`config.mk`:
```
export PLATFORM = sky130hd
export DESIGN_NAME = cfg_loader
export DESIGN_NICKNAME = d
export VERILOG_FILES = /design/src/rtl/cfg_loader_pkg.sv /design/src/rtl/cfg_loader_seq.sv /design/src/rtl/cfg_loader_regs.sv /design/src/rtl/cfg_loader.sv
export SDC_FILE = /design/constraint.sdc
export NUM_CORES = 1
export LEC_CHECK = 0
export BUFFER_PORTS_ARGS = -buffer_cell sky130_fd_sc_hd__buf_2
export CAP_MARGIN = 20
export CORE_MARGIN = 3
export CORE_UTILIZATION = 45
export DETAILED_ROUTE_END_ITERATION = 6
export GPL_TIMING_DRIVEN = 0
export PLACE_DENSITY_LB_ADDON = 0.2
export SYNTH_ARGS = -nofsm -noshare
export SYNTH_HDL_FRONTEND = slang
export SYNTH_SLANG_ARGS = --single-unit
```
`constraint.sdc`:
```
create_clock -name clk -period 1.7 [get_ports clk]
set_clock_uncertainty 0.15 [all_clocks]
set_input_delay 0.085 -clock clk [delete_from_list [all_inputs] [get_ports clk]]
set_output_delay 0.085 -clock clk [all_outputs]
set_load 0.01 [all_outputs]
```
`src/rtl/cfg_loader_pkg.sv`:
```
package cfg_loader_pkg;

    typedef enum logic [2:0] {
        ST_IDLE,
        ST_ENABLE,
        ST_ISSUE,
        ST_WAIT,
        ST_DONE
    } ld_state_t;

    localparam int unsigned BYTE_W     = 8;
    localparam int unsigned HDR_READS  = 2;   // speed byte, RAM byte
    localparam logic [7:0]  FAIL_BYTE  = 8'hFF;

endpackage

```
`src/rtl/cfg_loader_seq.sv`:
```
module cfg_loader_seq
    import cfg_loader_pkg::*;
#(
    parameter int unsigned AW        = 8,
    parameter int unsigned N_READS   = 8,
    parameter logic [AW-1:0] SPEED_LOC = 8'h02,
    parameter logic [AW-1:0] RAM_LOC   = 8'h03,
    parameter logic [AW-1:0] MAC_BASE  = 8'h10,
    localparam int unsigned IDX_W    = $clog2(N_READS)
) (
    input  logic             clk,
    input  logic             rst_n,
    input  logic             start,
    input  logic             en_done,
    input  logic             rd_done,
    input  logic             rd_fail,
    output logic             en_req,
    output logic             rd_req,
    output logic [AW-1:0]    rd_addr,
    output logic             loaded,
    output logic             cap_en,
    output logic [IDX_W-1:0] cap_idx
);

    ld_state_t        state, state_nx;
    logic [IDX_W-1:0] idx;
    logic             resp;
    logic             last;

    assign resp = rd_done | rd_fail;
    assign last = (idx == IDX_W'(N_READS - 1));

    // state register
    always_ff @(posedge clk or negedge rst_n) begin
        if (!rst_n) begin
            state <= ST_IDLE;
        end else begin
            state <= state_nx;
        end
    end

    // next-state logic
    always_comb begin
        state_nx = state;
        unique case (state)
            ST_IDLE:   if (start)   state_nx = ST_ENABLE;
            ST_ENABLE: if (en_done) state_nx = ST_ISSUE;
            ST_ISSUE:               state_nx = ST_WAIT;
            ST_WAIT:   if (resp)    state_nx = last ? ST_DONE : ST_ISSUE;
            ST_DONE:   if (start)   state_nx = ST_ENABLE;
            default:                state_nx = ST_IDLE;
        endcase
    end

    // read index
    always_ff @(posedge clk or negedge rst_n) begin
        if (!rst_n) begin
            idx <= '0;
        end else if (state == ST_ENABLE) begin
            idx <= '0;
        end else if (state == ST_WAIT && resp && !last) begin
            idx <= idx + 1'b1;
        end
    end

    // outputs
    always_comb begin
        en_req  = (state == ST_ENABLE);
        rd_req  = (state == ST_ISSUE);
        loaded  = (state == ST_DONE);
        cap_en  = (state == ST_WAIT) && resp;
        cap_idx = idx;
        if (idx == '0) begin
            rd_addr = SPEED_LOC;
        end else if (idx == IDX_W'(1)) begin
            rd_addr = RAM_LOC;
        end else begin
            rd_addr = MAC_BASE + AW'(idx - IDX_W'(HDR_READS));
        end
    end

    AST_REQ_PULSE: assert property (@(posedge clk) disable iff (!rst_n)
        rd_req |=> !rd_req);
    AST_ADDR_HOLD: assert property (@(posedge clk) disable iff (!rst_n)
        (state == ST_WAIT && !resp) |=> $stable(rd_addr));
    AST_NO_READ_IN_ENABLE: assert property (@(posedge clk) disable iff (!rst_n)
        en_req |-> !rd_req);
    AST_LOADED_STICKY: assert property (@(posedge clk) disable iff (!rst_n)
        (loaded && !start) |=> loaded);
    AST_START_CLEARS: assert property (@(posedge clk) disable iff (!rst_n)
        (loaded && start) |=> (!loaded && en_req));
    AST_BUSY_IGNORES_START: assert property (@(posedge clk) disable iff (!rst_n)
        (state == ST_WAIT && start && !resp) |=> (state == ST_WAIT));

endmodule

```
`src/rtl/cfg_loader_regs.sv`:
```
module cfg_loader_regs
    import cfg_loader_pkg::*;
#(
    parameter int unsigned ADDR_BYTES = 6,
    parameter int unsigned RAM_W      = 16,
    parameter int unsigned RAM_SHIFT  = 7,
    parameter int unsigned IDX_W      = 3,
    localparam int unsigned STA_W     = 8 * ADDR_BYTES
) (
    input  logic             clk,
    input  logic             rst_n,
    input  logic             cap_en,
    input  logic [IDX_W-1:0] cap_idx,
    input  logic             cap_fail,
    input  logic [7:0]       cap_byte,
    output logic             slow_speed,
    output logic [RAM_W-1:0] ram_kb,
    output logic [STA_W-1:0] station_addr
);

    logic [7:0] byte_eff;
    logic [7:0] sta_q [ADDR_BYTES];

    assign byte_eff = cap_fail ? FAIL_BYTE : cap_byte;

    always_ff @(posedge clk or negedge rst_n) begin
        if (!rst_n) begin
            slow_speed <= 1'b0;
            ram_kb     <= '0;
            for (int k = 0; k < ADDR_BYTES; k++) sta_q[k] <= '0;
        end else if (cap_en) begin
            if (cap_idx == '0) slow_speed <= (byte_eff != 8'h00);
            if (cap_idx == IDX_W'(1)) ram_kb <= RAM_W'(byte_eff) << RAM_SHIFT;
            for (int k = 0; k < ADDR_BYTES; k++) begin
                if (cap_idx == IDX_W'(k + HDR_READS)) sta_q[k] <= byte_eff;
            end
        end
    end

    for (genvar g = 0; g < ADDR_BYTES; g++) begin : g_sta
        assign station_addr[STA_W-1-8*g -: 8] = sta_q[g];
    end

    AST_FAIL_SPEED: assert property (@(posedge clk) disable iff (!rst_n)
        (cap_en && cap_fail && cap_idx == '0) |=> slow_speed);
    AST_ZERO_SPEED: assert property (@(posedge clk) disable iff (!rst_n)
        (cap_en && !cap_fail && cap_idx == '0 && cap_byte == 8'h00) |=> !slow_speed);

endmodule

```
`src/rtl/cfg_loader.sv`:
```
module cfg_loader
    import cfg_loader_pkg::*;
#(
    parameter int unsigned AW         = 8,
    parameter int unsigned ADDR_BYTES = 6,
    parameter int unsigned RAM_W      = 16,
    parameter logic [AW-1:0] SPEED_LOC = 8'h02,
    parameter logic [AW-1:0] RAM_LOC   = 8'h03,
    parameter logic [AW-1:0] MAC_BASE  = 8'h10,
    localparam int unsigned N_READS   = HDR_READS + ADDR_BYTES,
    localparam int unsigned IDX_W     = $clog2(N_READS),
    localparam int unsigned STA_W     = 8 * ADDR_BYTES
) (
    input  logic             clk,
    input  logic             rst_n,
    input  logic             start,
    input  logic             en_done,
    output logic             en_req,
    output logic             rd_req,
    output logic [AW-1:0]    rd_addr,
    input  logic [7:0]       rd_data,
    input  logic             rd_done,
    input  logic             rd_fail,
    output logic             slow_speed,
    output logic             speed_sel,
    output logic [RAM_W-1:0] ram_kb,
    output logic [STA_W-1:0] station_addr,
    output logic             loaded
);

    logic             cap_en;
    logic [IDX_W-1:0] cap_idx;

    cfg_loader_seq #(
        .AW(AW), .N_READS(N_READS),
        .SPEED_LOC(SPEED_LOC), .RAM_LOC(RAM_LOC), .MAC_BASE(MAC_BASE)
    ) u_seq (
        .clk(clk), .rst_n(rst_n), .start(start), .en_done(en_done),
        .rd_done(rd_done), .rd_fail(rd_fail), .en_req(en_req),
        .rd_req(rd_req), .rd_addr(rd_addr), .loaded(loaded),
        .cap_en(cap_en), .cap_idx(cap_idx)
    );

    cfg_loader_regs #(
        .ADDR_BYTES(ADDR_BYTES), .RAM_W(RAM_W), .RAM_SHIFT(7), .IDX_W(IDX_W)
    ) u_regs (
        .clk(clk), .rst_n(rst_n), .cap_en(cap_en), .cap_idx(cap_idx),
        .cap_fail(rd_fail), .cap_byte(rd_data), .slow_speed(slow_speed),
        .ram_kb(ram_kb), .station_addr(station_addr)
    );

    assign speed_sel = slow_speed;

endmodule

```
# [After elaboration in Yosys (flattened, before gate mapping)]
# Cells that the tools add are included.
[word_totals] wordCells=55 input_bits=14 register_bits=63 out_inout_bits=77
[classes] bitwise_logic=1 n_reduce_logical=17 n_mux=10 addsub=3 eq_ne=14
[ops] op="2-to-1 mux 8 bit" count=3
[ops] op="2-to-1 mux 3 bit" count=6
[ops] op="AND reduction 2 bit" count=8
[ops] op="== test 3 bit (second input constant)" count=5
[ops] op="== test 3 x 2 -> 1 bit (second input constant)" count=4
[ops] op="one-hot mux 3 bit (4 select lines)" count=1
[ops] op="adder 5 x 8 -> 8 bit (first input constant)" count=1
[ops] op="nonzero test 8 bit" count=1
[ops] op="== test 3 x 1 -> 1 bit (second input constant)" count=2
[ops] op="zero test 3 bit" count=2
[ops] op="inequality test 2 x 1 -> 1 bit (second input constant)" count=2
[ops] op="subtractor 3 x 2 -> 4 bit (second input constant)" count=1
[ops] op="adder 3 x 1 -> 3 bit (second input constant)" count=1
[ops] op="AND reduction 3 bit" count=1
[ops] op="logical AND 1 bit" count=2
[ops] op="inequality test 2 bit (second input constant)" count=1
[ops] op="nonzero test 2 bit" count=1
[ops] op="OR reduction 2 bit" count=1
[ops] op="zero test 1 bit" count=1
[ops] op="OR 1 bit" count=1

# [Depth between registers and ports, before layout]
# Gate-level depths: netlist of the first run.
[depth] depth_word=5 depth_mapped=6 depth_no_buf=5

# [By module]
# Synthesis of the first run repeated with hierarchy kept, for this count alone.
[unflattened] hier_cells=266 hier_area_um2=2658.8
[by_module_without_submodules] module="cfg_loader_regs" seq_area_each_um2=1426.4 n_inst=1 cells_each=209 area_each_um2=2179.6
[by_module_without_submodules] module="cfg_loader_seq" seq_area_each_um2=150.1 n_inst=1 cells_each=56 area_each_um2=471.7
[by_module_without_submodules] module="cfg_loader" seq_area_each_um2=0.0 n_inst=1 cells_each=1 area_each_um2=7.5

# [Worst setup path before layout of the first run]
# OpenSTA, ideal clock, no wires.
[synth_timing] kind="reg2reg" from="reg u_seq.idx[0] (netlist: u_seq.cap_idx[0])" to="reg u_regs.sta_q, in the netlist u_regs.station_addr[40]" path_slack_ps=-123 stages_incl_launch_ff=6 t_required_ps=1425 setup_time_ps=125 synth_period_minus_slack_ps=1823 arrival_ps=1548 path_buffers=0 path_cell_list="dfrtp_1 -> inv_1 -> ha_1 -> inv_1 -> nor4_4 -> mux2_2"
[synth_via] elab_chain_cells=2
[synth_rtl] item="start, declared" line="cfg_loader_seq.sv:26" source="logic [IDX_W-1:0] idx;"
[synth_rtl] item="start signal, assigned" line="cfg_loader_seq.sv:62" source="idx <= idx + 1'b1;"
[synth_rtl] item="== test 3 x 2 -> 1 bit" line="cfg_loader_regs.sv:35" source="if (cap_idx == IDX_W'(k + HDR_READS)) sta_q[k] <= byte_eff;"
[synth_rtl] item="AND reduction 2 bit (no source line)"
[synth_rtl] item="end signal, assigned by index" line="cfg_loader_regs.sv:35"
[synth_rtl] item="end, declared" line="cfg_loader_regs.sv:22" source="logic [7:0] sta_q [ADDR_BYTES];"
# Every way passes these cells.
# A chain may end at the register's enable or synchronous reset.

# [Final worst setup path of the first run]
[layout_timing] from="reg u_seq.idx[0] (netlist: u_seq.cap_idx[0])" to="reg u_regs.sta_q, in the netlist u_regs.station_addr[13]"
[layout_via] elab_chain_cells=2
[layout_rtl] item="== test 3 bit" line="cfg_loader_regs.sv:35"
[layout_rtl] item="AND reduction 2 bit (no source line)"
# Every way passes these cells.

==> results of run 1 <==
==> cell usage after synthesis, drive strengths merged (2+ instances only) <==
master and count:
clkbuf 2, nor3 5, nand2b 2, ha 6, nand2 5, dfrtp 63
buf 23, mux2 56, a21oi 6, nor4 2, inv 5, or2 8
o21ai 4, nand3 4, nor2 5
==> worst max-delay path, stage by stage (launching register included) <==
cell	delay, ns
dfrtp_2	0.43
inv_4	0.07
ha_4	0.13
inv_4	0.04
nor4_4	0.32
buf_4	0.22
mux2_4	0.30
==> power by group <==
part	internal (mW)	total, mW	switching [mW]
clock	0.734	1.24	0.508
combinational	2.02	3.74	1.72
sequential	2.24	2.70	0.458
==> timing repair <==
action,CTS,global route
gates resized for setup,56,18
setup endpoints to repair,60,64
gates cloned,0,1
pin swaps,5,5
hold buffers,3,0
endpoints found under the hold margin,66,0
buffers inserted,15,3
==> how the worst min path moves through the flow <==
| stage | cells past startpoint | slack [ns] | end |
|---|---|---|---|
| after global placement | 2 | 0.14 | u_seq.state[2] |
| after floorplan | 0 | -0.36 | u_regs.ram_kb[10] |
| final | 4 | 0.03 | u_regs.slow_speed |
| after detailed placement | 1 | 0.08 | u_seq.state[2] |
| after CTS | 4 | 0.03 | u_regs.slow_speed |
| after global routing | 4 | 0.06 | u_regs.slow_speed |
==> logic make-up (layout without fill, tap and decap cells) <==
| group | after synthesis | count (layout) |
|---|---|---|
| multiplexers | 56 | 56 |
| flip-flops | 63 | 63 |
| adder cells (fa/ha/maj) | 6 | 6 |
| AO/OA/AOI/OAI | 17 | 17 |
| other | 1 | 11 |
| buffers and inverters | 30 | 141 |
| AND/OR/NAND/NOR | 37 | 38 |
==> through the flow <==
stage          area [sq um]  power, mW
6_report               4070       7.67
3_5_place_dp           3420       5.67
5_1_grt                4070       8.17
4_1_cts                3960       7.48
2_1_floorplan          2940       4.52
3_3_place_gp           3420       5.58
==> layout make-up <==
cell class	count	area [sq um]
sequential	63	1580
clock buffer	12	155
tap	75	93.8
timing repair buffer	99	593
fill	450	1920
buffer	24	159
clock inverter	1	30.0
inverter	5	26.3
multi-input combinational	128	1430
==> sequential cells by signal, indices dropped and copies added (netlist names) <==
signal,count
u_seq.state,3
u_seq.cap_idx,3
u_regs.slow_speed,1
u_regs.station_addr,48
u_regs.ram_kb,8
==> layer usage <==
metal  GRT usage  part of all wire
met1       0.276              0.44
met2       0.303              0.48
met3      0.0650             0.069
met4      0.0532             0.013
met5           0                 0
==> impl_metrics.csv, run 1 <==
group,metric,value,unit
status,status,"finished with violations",
status,violations,"negative setup slack",
logic_synthesis,synth_compound_area_frac,0.0382,
routing,vias,2039,
setup_path,cp-end-kind,"flop",
timing,finalWorstSetupSlack,-0.0951,ns
final_layout,utilization,0.679,
clocking,clock-sinks,63,
logic_synthesis,yosysUniqueCellTypes,36,
setup_path,rr_worst_depth,6,
logic_synthesis,ys_ff_latch,63,
timing,setup_viol,41,
placement,hpwlAfterDp,4.34,mm
global_route,grtUsageTotal,0.199,
global_route,grt_max_degree,64,
timing,hold_viol_final,0,
setup_path,r2r-end,"u_regs.station_addr[13]",
timing,fin_crit,1.80,ns
timing,worst_pin_slew,0.791,ns
logic_synthesis,yosysWarnings,0,
setup_path,reg2reg_slack,-0.1,ns
logic_synthesis,synth_flop_cell,"dfrtp_1",
logic_synthesis,synth.top_cell.area_share,0.559,
setup_path,cp-startpoint,"u_seq.cap_idx[0]",
timing,fmaxAchievable,557,MHz
timing,timing.hold.ws,0.0329,ns
routing,drc_errors,0,
routing,final_antenna_net_count,0,
final_layout,final_nets,350,
clocking,cts.clk_slew.worst_paths,0.06,ns
logic_synthesis,synth.avg_cell_area,13.4,sq um
timing,drv_slew,0,
floorplanning,dieArea,7250,sq um
final_layout,n_antenna_cell,0,
setup_path,worstSetupEndpoint,"u_regs.station_addr[13]",
logic_synthesis,synth_xor_area_frac,0,
worst_hold_path,min_from,"rd_data[3]",
logic_synthesis,synthCells,210,
clocking,root_buffer,"clkbuf_8",
placement,dp_cells,373,
global_route,antenna_found_initial,0,
logic_synthesis,async_flop_share,1.00,
global_route,grt_pass1_vias,2081,
timing,max_slew_margin,0.473,
floorplanning,placeableCoreArea,5990,sq um
setup_path,worstSetupStartpointType,"flop",
final_layout,mostFrequentLayoutCell,"buf_2",
timing,rsz0062_at_grt,"true",
final_layout,synthToLayoutAreaGrowth,44.2,%
setup_path,cp_max_fo,3,
setup_path,arrival,1.86,ns
power_and_ir_drop,p_per_area,1890,nW/um^2
placement,globalplace.congestion,0.792,
global_route,grt_pass1_wl,11.1,mm
clocking,htreeDepth,3,
routing,detail_route.vias_per_cell,5.01,
floorplanning,rows,28,
power_and_ir_drop,p_leak,1.89,nW
final_layout,fin_cells,407,
clocking,clk_path_buf_depth,2,
floorplanning,ios,91,
setup_path,r2r-start,"u_seq.cap_idx[0]",
logic_synthesis,synth_edf_count,0,
placement,dp_slack,-0.496,ns
logic_synthesis,synth_top_family_by_area,"multiplexers",
final_layout,layout-drive-gt1-share,0.663,
run,drv_cap,0,
timing,setup_tns,-2.17,ns
logic_synthesis,synth.top_cells.by_area,"dfrtp_1 (56%), mux2_2 (22%), buf_4 (3.2%)",
floorplanning,die_w,85.2,um
routing,finalWirelength,7.15,mm
setup_path,cp.required,1.76,ns
logic_synthesis,yosys.area_share.simple,0.0909,
timing,fin_crit_sh,1.06,
clocking,clkLatencyLatePin,0.32,ns
logic_synthesis,synth_area_leader_cell,"dfrtp_1",
final_layout,layout_common_cells,"buf_2 (78), dfrtp_1 (58), mux2_4 (40)",
clocking,cts-buffers-inserted,9,
worst_hold_path,hold_path.class,"in -> reg",
floorplanning,start_util,0.471,
routing,drtPass1Iterations,4,
global_route,grt-ovfl-total,0,
routing,wire_per_inst,17.6,um
floorplanning,fp.dieH,85.2,um
logic_synthesis,ys_seq_area_frac,0.559,
routing,drtIter0Drc,59,
logic_synthesis,syn_area,2820,sq um
logic_synthesis,synthAdderAreaFrac,0.0266,
setup_path,critPathKind,"reg -> reg",
placement,io_buffer_count,78,
logic_synthesis,synthMuxAreaShare,0.224,
power_and_ir_drop,vdd_drop_max,934,uV
clocking,cts_tree,"yes",
Power figures use the tool's default switching activity.
==> run 2: changes to the inputs <==
Settings changed: CORE_UTILIZATION 45 to 50.
Clock period 1.7 ns to 1.85 ns, I/O delays scaled along.
==> impl_metrics.csv, run 2 (synthesized netlist as in run 1, its figures left out) <==
group,metric,value,unit
floorplanning,ios,91,
placement,io_buffer_count,78,
clocking,cts-buffers-inserted,9,
power_and_ir_drop,p_leak,1.76,nW
global_route,antenna_found_initial,0,
final_layout,n_antenna_cell,0,
final_layout,final_nets,347,
global_route,grt_pass1_wl,10.5,mm
setup_path,path_delay_family,"simple AND/OR/NAND/NOR gates",
placement,globalplace.congestion,0.779,
routing,wl_met3,442,um
timing,setup_viol,0,
final_layout,layout_common_cells,"buf_2 (79), dfrtp_1 (58), mux2_2 (48)",
final_layout,fin_cells,400,
setup_path,arrival,1.90,ns
setup_path,path_cells,"nand2b_4 > buf_6 > nor4_4 > buf_4 > mux2_2",
clocking,cts_tree,"yes",
clocking,clkLatencyLatePin,0.33,ns
clocking,clock-sinks,63,
status,status,"complete, no violations",
routing,drc_errors,0,
setup_path,cp.required,1.92,ns
floorplanning,fp.dieH,81.1,um
placement,dp_cells,369,
clocking,clk_path_buf_depth,2,
timing,fin_crit_sh,0.992,
routing,drtIter0Drc,100,
timing,timing.hold.ws,0.0424,ns
final_layout,mostFrequentLayoutCell,"buf_2",
setup_path,cp_max_fo,6,
clocking,cts.clk_slew.worst_paths,0.07,ns
final_layout,layout-drive-gt1-share,0.639,
clocking,root_buffer,"clkbuf_8",
floorplanning,start_util,0.535,
routing,highest_layer,"met4",
setup_path,worstSetupStartpointType,"flop",
placement,hpwlAfterDp,4.28,mm
timing,fin_crit,1.83,ns
routing,wl_met1,2.93,mm
global_route,grtUsageTotal,0.218,
final_layout,largest_reg_flops,48,
final_layout,synthToLayoutAreaGrowth,36.9,%
timing,finalWorstSetupSlack,0.0155,ns
floorplanning,rows,26,
global_route,grt_pass1_vias,1985,
power_and_ir_drop,vdd_drop_max,979,uV
final_layout,fill_cells,384,
placement,dp_slack,-0.326,ns
setup_path,critPathBufInv,2,
setup_path,rr_worst_depth,5,
routing,vias,2037,
timing,drv_slew,0,
global_route,grt-ovfl-total,0,
floorplanning,die_w,81.1,um
floorplanning,placeableCoreArea,5270,sq um
setup_path,crit_slowest_cell,"dfrtp_2",
timing,worst_pin_slew,0.596,ns
timing,hold_viol_final,0,
routing,detail_route.vias_per_cell,5.09,
setup_path,cp-end-kind,"flop",
timing,fmaxAchievable,545,MHz
worst_hold_path,hold_path.class,"in -> reg",
setup_path,slowest_delay,0.44,ns
routing,wire_per_inst,16.8,um
routing,finalWirelength,6.74,mm
worst_hold_path,whs_path_depth,4,
global_route,grt_max_degree,40,
routing,final_antenna_net_count,0,
power_and_ir_drop,p_per_area,1710,nW/um^2
run,drv_cap,0,
setup_path,critPathKind,"reg -> reg",
floorplanning,dieArea,6580,sq um
timing,max_slew_margin,0.603,
routing,wl_met2,3.27,mm
setup_path,crit_cells,5,
clocking,htreeDepth,3,
routing,drtPass1Iterations,7,
-- run 2: cell count changes in the layout (fill, tap and decap cells not counted), moves of 3 or more --
cell    delta
buf_12     +3
buf_4      -3
buf_6      -3
mux2_2    +32
mux2_4    -32
-- run 2: tightest hold or removal path: cells and delay by family --
family                 cells  cell delay (ns)
buffers and inverters      1             0.08
AOI/OAI and AO/OA          1             0.15
and+or+nand+nor            2             0.15
-- run 2: repair_timing --
action / CTS / global route
buffers inserted: 7 / 7
endpoints found under the hold margin: 27 / 0
endpoints found under the setup margin: 57 / 58
hold buffers: 3 / 0
pin swaps: 4 / 3
gates resized for setup: 14 / 28
-- run 2: cell type report --
type	instances	area, sq um	area share
tap	70	87.6	0.0227
clock inverter	4	47.5	0.0123
timing repair buffer	96	591	0.153
multi-input combinational	127	1220	0.317
clock buffer	10	138	0.0357
inverter	5	26.3	0.00681
sequential	63	1580	0.410
buffer	25	163	0.0421
-- run 2: path summary, 6_finish.rpt --
| check | startpoint | slack [ns] | end |
|---|---|---|---|
| setup / recovery | u_seq.state[2] | 0.02 | u_regs.station_addr[43] |
| hold / removal | rd_data[4] | 0.04 | u_regs.slow_speed |
| setup reg to reg | u_seq.state[2] | 0.02 | u_regs.station_addr[43] |
| hold reg to reg | u_regs.station_addr[2] | 0.35 | u_regs.station_addr[2] |
| max in group asynchronous | rst_n | 0.80 | u_seq.cap_idx[1] |
| min in group asynchronous | rst_n | 0.14 | u_seq.state[0] |
-- run 2: per-layer routing --
metal / track usage / vias up
met1: 0.283 / 1012
met2: 0.348 / 76
met5: 0 / -
met4: 0.0997 / 0
met3: 0.0521 / 10
li1: - / 939
-- run 2: through the flow --
| step | cell area, sq um | TNS, ns | utilization | total power, mW |
|---|---|---|---|---|
| CTS | 3710 | 0 | 0.705 | 6.37 |
| detailed placement | 3360 | -9.66 | 0.637 | 5.03 |
| global placement | 3340 | -7.85 | 0.633 | 4.94 |
| global route | 3860 | -0.221 | 0.732 | 7.06 |
| floorplan | 2860 | 0 | - | 3.99 |
| finish | 3860 | 0 | 0.732 | 6.61 |
-- run 2: power by group --
| part | leakage (nW) | internal, mW | switching (mW) |
|---|---|---|---|
| clock network | 0.0940 | 0.638 | 0.491 |
| registers | 0.709 | 2.06 | 0.381 |
| logic | 0.960 | 1.57 | 1.48 |
| total | 1.76 | 4.27 | 2.35 |
==> run 3: changes to the inputs <==
Settings changed: SETUP_SLACK_MARGIN set to 0.15.
==> impl_metrics.csv, run 3 (synthesized netlist as in run 1, its figures left out) <==
group,metric,value,unit
power_and_ir_drop,vdd_drop_max,927,uV
routing,wire_per_inst,18.0,um
routing,drtPass1Iterations,4,
final_layout,layout-drive-gt1-share,0.653,
timing,setup_viol,0,
timing,rsz0062_at_grt,"true",
placement,dp_cells,369,
power_and_ir_drop,intPower,4.50,mW
global_route,grt-ovfl-total,0,
global_route,antenna_found_initial,0,
clocking,clock-sinks,63,
setup_path,cp-end-kind,"flop",
timing,drv_slew,0,
setup_path,slowest_delay,0.44,ns
final_layout,mostFrequentLayoutCell,"buf_2",
timing,fmaxAchievable,542,MHz
timing,fin_crit,1.85,ns
global_route,grt_pass1_vias,2103,
floorplanning,ios,91,
clocking,htreeDepth,3,
global_route,grt_max_degree,42,
timing,worst_pin_slew,0.635,ns
setup_path,crit_slowest_cell,"dfrtp_2",
setup_path,worstSetupStartpointType,"flop",
floorplanning,die_w,81.1,um
placement,io_buffer_count,78,
setup_path,cp.required,1.91,ns
setup_path,arrival,1.90,ns
final_layout,n_antenna_cell,0,
floorplanning,placeableCoreArea,5270,sq um
clocking,clkLatencyLatePin,0.32,ns
timing,max_slew_margin,0.577,
setup_path,cp_max_fo,8,
final_layout,largest_reg_flops,48,
global_route,grtUsageTotal,0.229,
setup_path,critPathKind,"reg -> reg",
setup_path,path_delay_family,"flip-flops",
clocking,cts.clk_slew.worst_paths,0.07,ns
power_and_ir_drop,total_power,7.01,mW
setup_path,path_cells,"inv_4 > buf_6 > ha_4 > nand2_4 > nor3_4 > buf_12 > mux2_4",
final_layout,layout_common_cells,"buf_2 (79), dfrtp_1 (58), mux2_4 (40)",
run,drv_cap,0,
power_and_ir_drop,swShare,0.358,
floorplanning,start_util,0.535,
clocking,cts-buffers-inserted,9,
power_and_ir_drop,pwr-share-seq,0.351,
placement,dp_slack,-0.339,ns
placement,globalplace.congestion,0.778,
routing,drtIter0Drc,136,
power_and_ir_drop,p_per_area,1730,nW/um^2
clocking,clk_path_buf_depth,2,
power_and_ir_drop,p_switching,2.51,mW
final_layout,synthToLayoutAreaGrowth,43.9,%
floorplanning,rows,26,
final_layout,final_nets,352,
global_route,grt_pass1_wl,11.0,mm
routing,detail_route.vias_per_cell,5.14,
floorplanning,dieArea,6580,sq um
status,status,"complete, no violations",
timing,finalWorstSetupSlack,0.00409,ns
routing,vias,2093,
floorplanning,fp.dieH,81.1,um
routing,finalWirelength,7.32,mm
power_and_ir_drop,p_leak,1.91,nW
final_layout,fin_cells,407,
routing,final_antenna_net_count,0,
power_and_ir_drop,p_comb_frac,0.498,
setup_path,critPathBufInv,3,
timing,hold_viol_final,0,
clocking,cts_tree,"yes",
clocking,root_buffer,"clkbuf_8",
worst_hold_path,hold_path.class,"in -> reg",
placement,hpwlAfterDp,4.46,mm
timing,fin_crit_sh,0.998,
power_and_ir_drop,p_clk_frac,0.151,
routing,drc_errors,0,
## run 3: cell types whose count changed in the layout (fill, tap and decap cells not counted), moves of 2 or more
cell,previous run,this run
mux2_2,48,16
buf_6,4,6
mux2_4,8,40
buf_4,22,25
clkbuf_1,1,3
## run 3: worst min-delay path, delay by kind of cell
family	cells	cell delay [ns]
buffers and inverters	1	0.08
and+or+nand+nor	2	0.15
AOI/OAI and AO/OA	1	0.15
## run 3: cell type report
cell class,count,area (sq um)
sequential,63,1580
multi-input combinational,127,1380
fill,343,1210
timing repair buffer,101,636
buffer,25,170
clock buffer,13,159
tap,70,87.6
inverter,5,28.8
clock inverter,3,17.5
## run 3: power by group through the flow
stage          clock network (mW)  registers [mW]  logic [mW]
2_1_floorplan                   0            2.71        1.45
3_3_place_gp                    0            2.43        2.69
3_5_place_dp                    0            2.45        2.76
4_1_cts                      1.08            2.44        3.24
5_1_grt                      1.15            2.55        3.73
6_report                     1.06            2.46        3.49
## run 3: routing by layer
| layer | wire (um) | global-route usage |
|---|---|---|
| met4 | 79 | 0.0625 |
| met5 | 0 | 0 |
| met1 | 3230 | 0.302 |
| met2 | 3530 | 0.370 |
| met3 | 475 | 0.0665 |
## run 3: worst paths after layout
kind,cells after the start,to,start,slack [ns]
min in group asynchronous,2,u_seq.state[1],rst_n,0.14
worst max register to register,7,u_regs.station_addr[27],u_seq.cap_idx[0],0.004
worst min register to register,1,u_regs.station_addr[2],u_regs.station_addr[2],0.36
max in group asynchronous,3,u_regs.ram_kb[8],rst_n,0.81
worst max-delay path,7,u_regs.station_addr[27],u_seq.cap_idx[0],0.004
worst min-delay path,4,u_regs.slow_speed,rd_data[4],0.05
## run 3: repair_timing
item,4_1_cts,5_1_grt
setup endpoints to repair,61,60
gates resized for setup,45,20
hold buffers,3,0
hold endpoints to repair,25,0
pin swaps,6,5
buffers inserted,15,4
## run 3: through the flow
step	TNS, ns	hold WS [ns]	cell area (sq um)	util
2_1_floorplan	0	-0.353	2940	-
3_3_place_gp	-9.16	0.154	3410	0.648
3_5_place_dp	-10.84	-0.0445	3430	0.651
4_1_cts	0	0.0359	3950	0.750
5_1_grt	-0.235	0.0415	4060	0.770
6_report	0	0.0477	4060	0.770
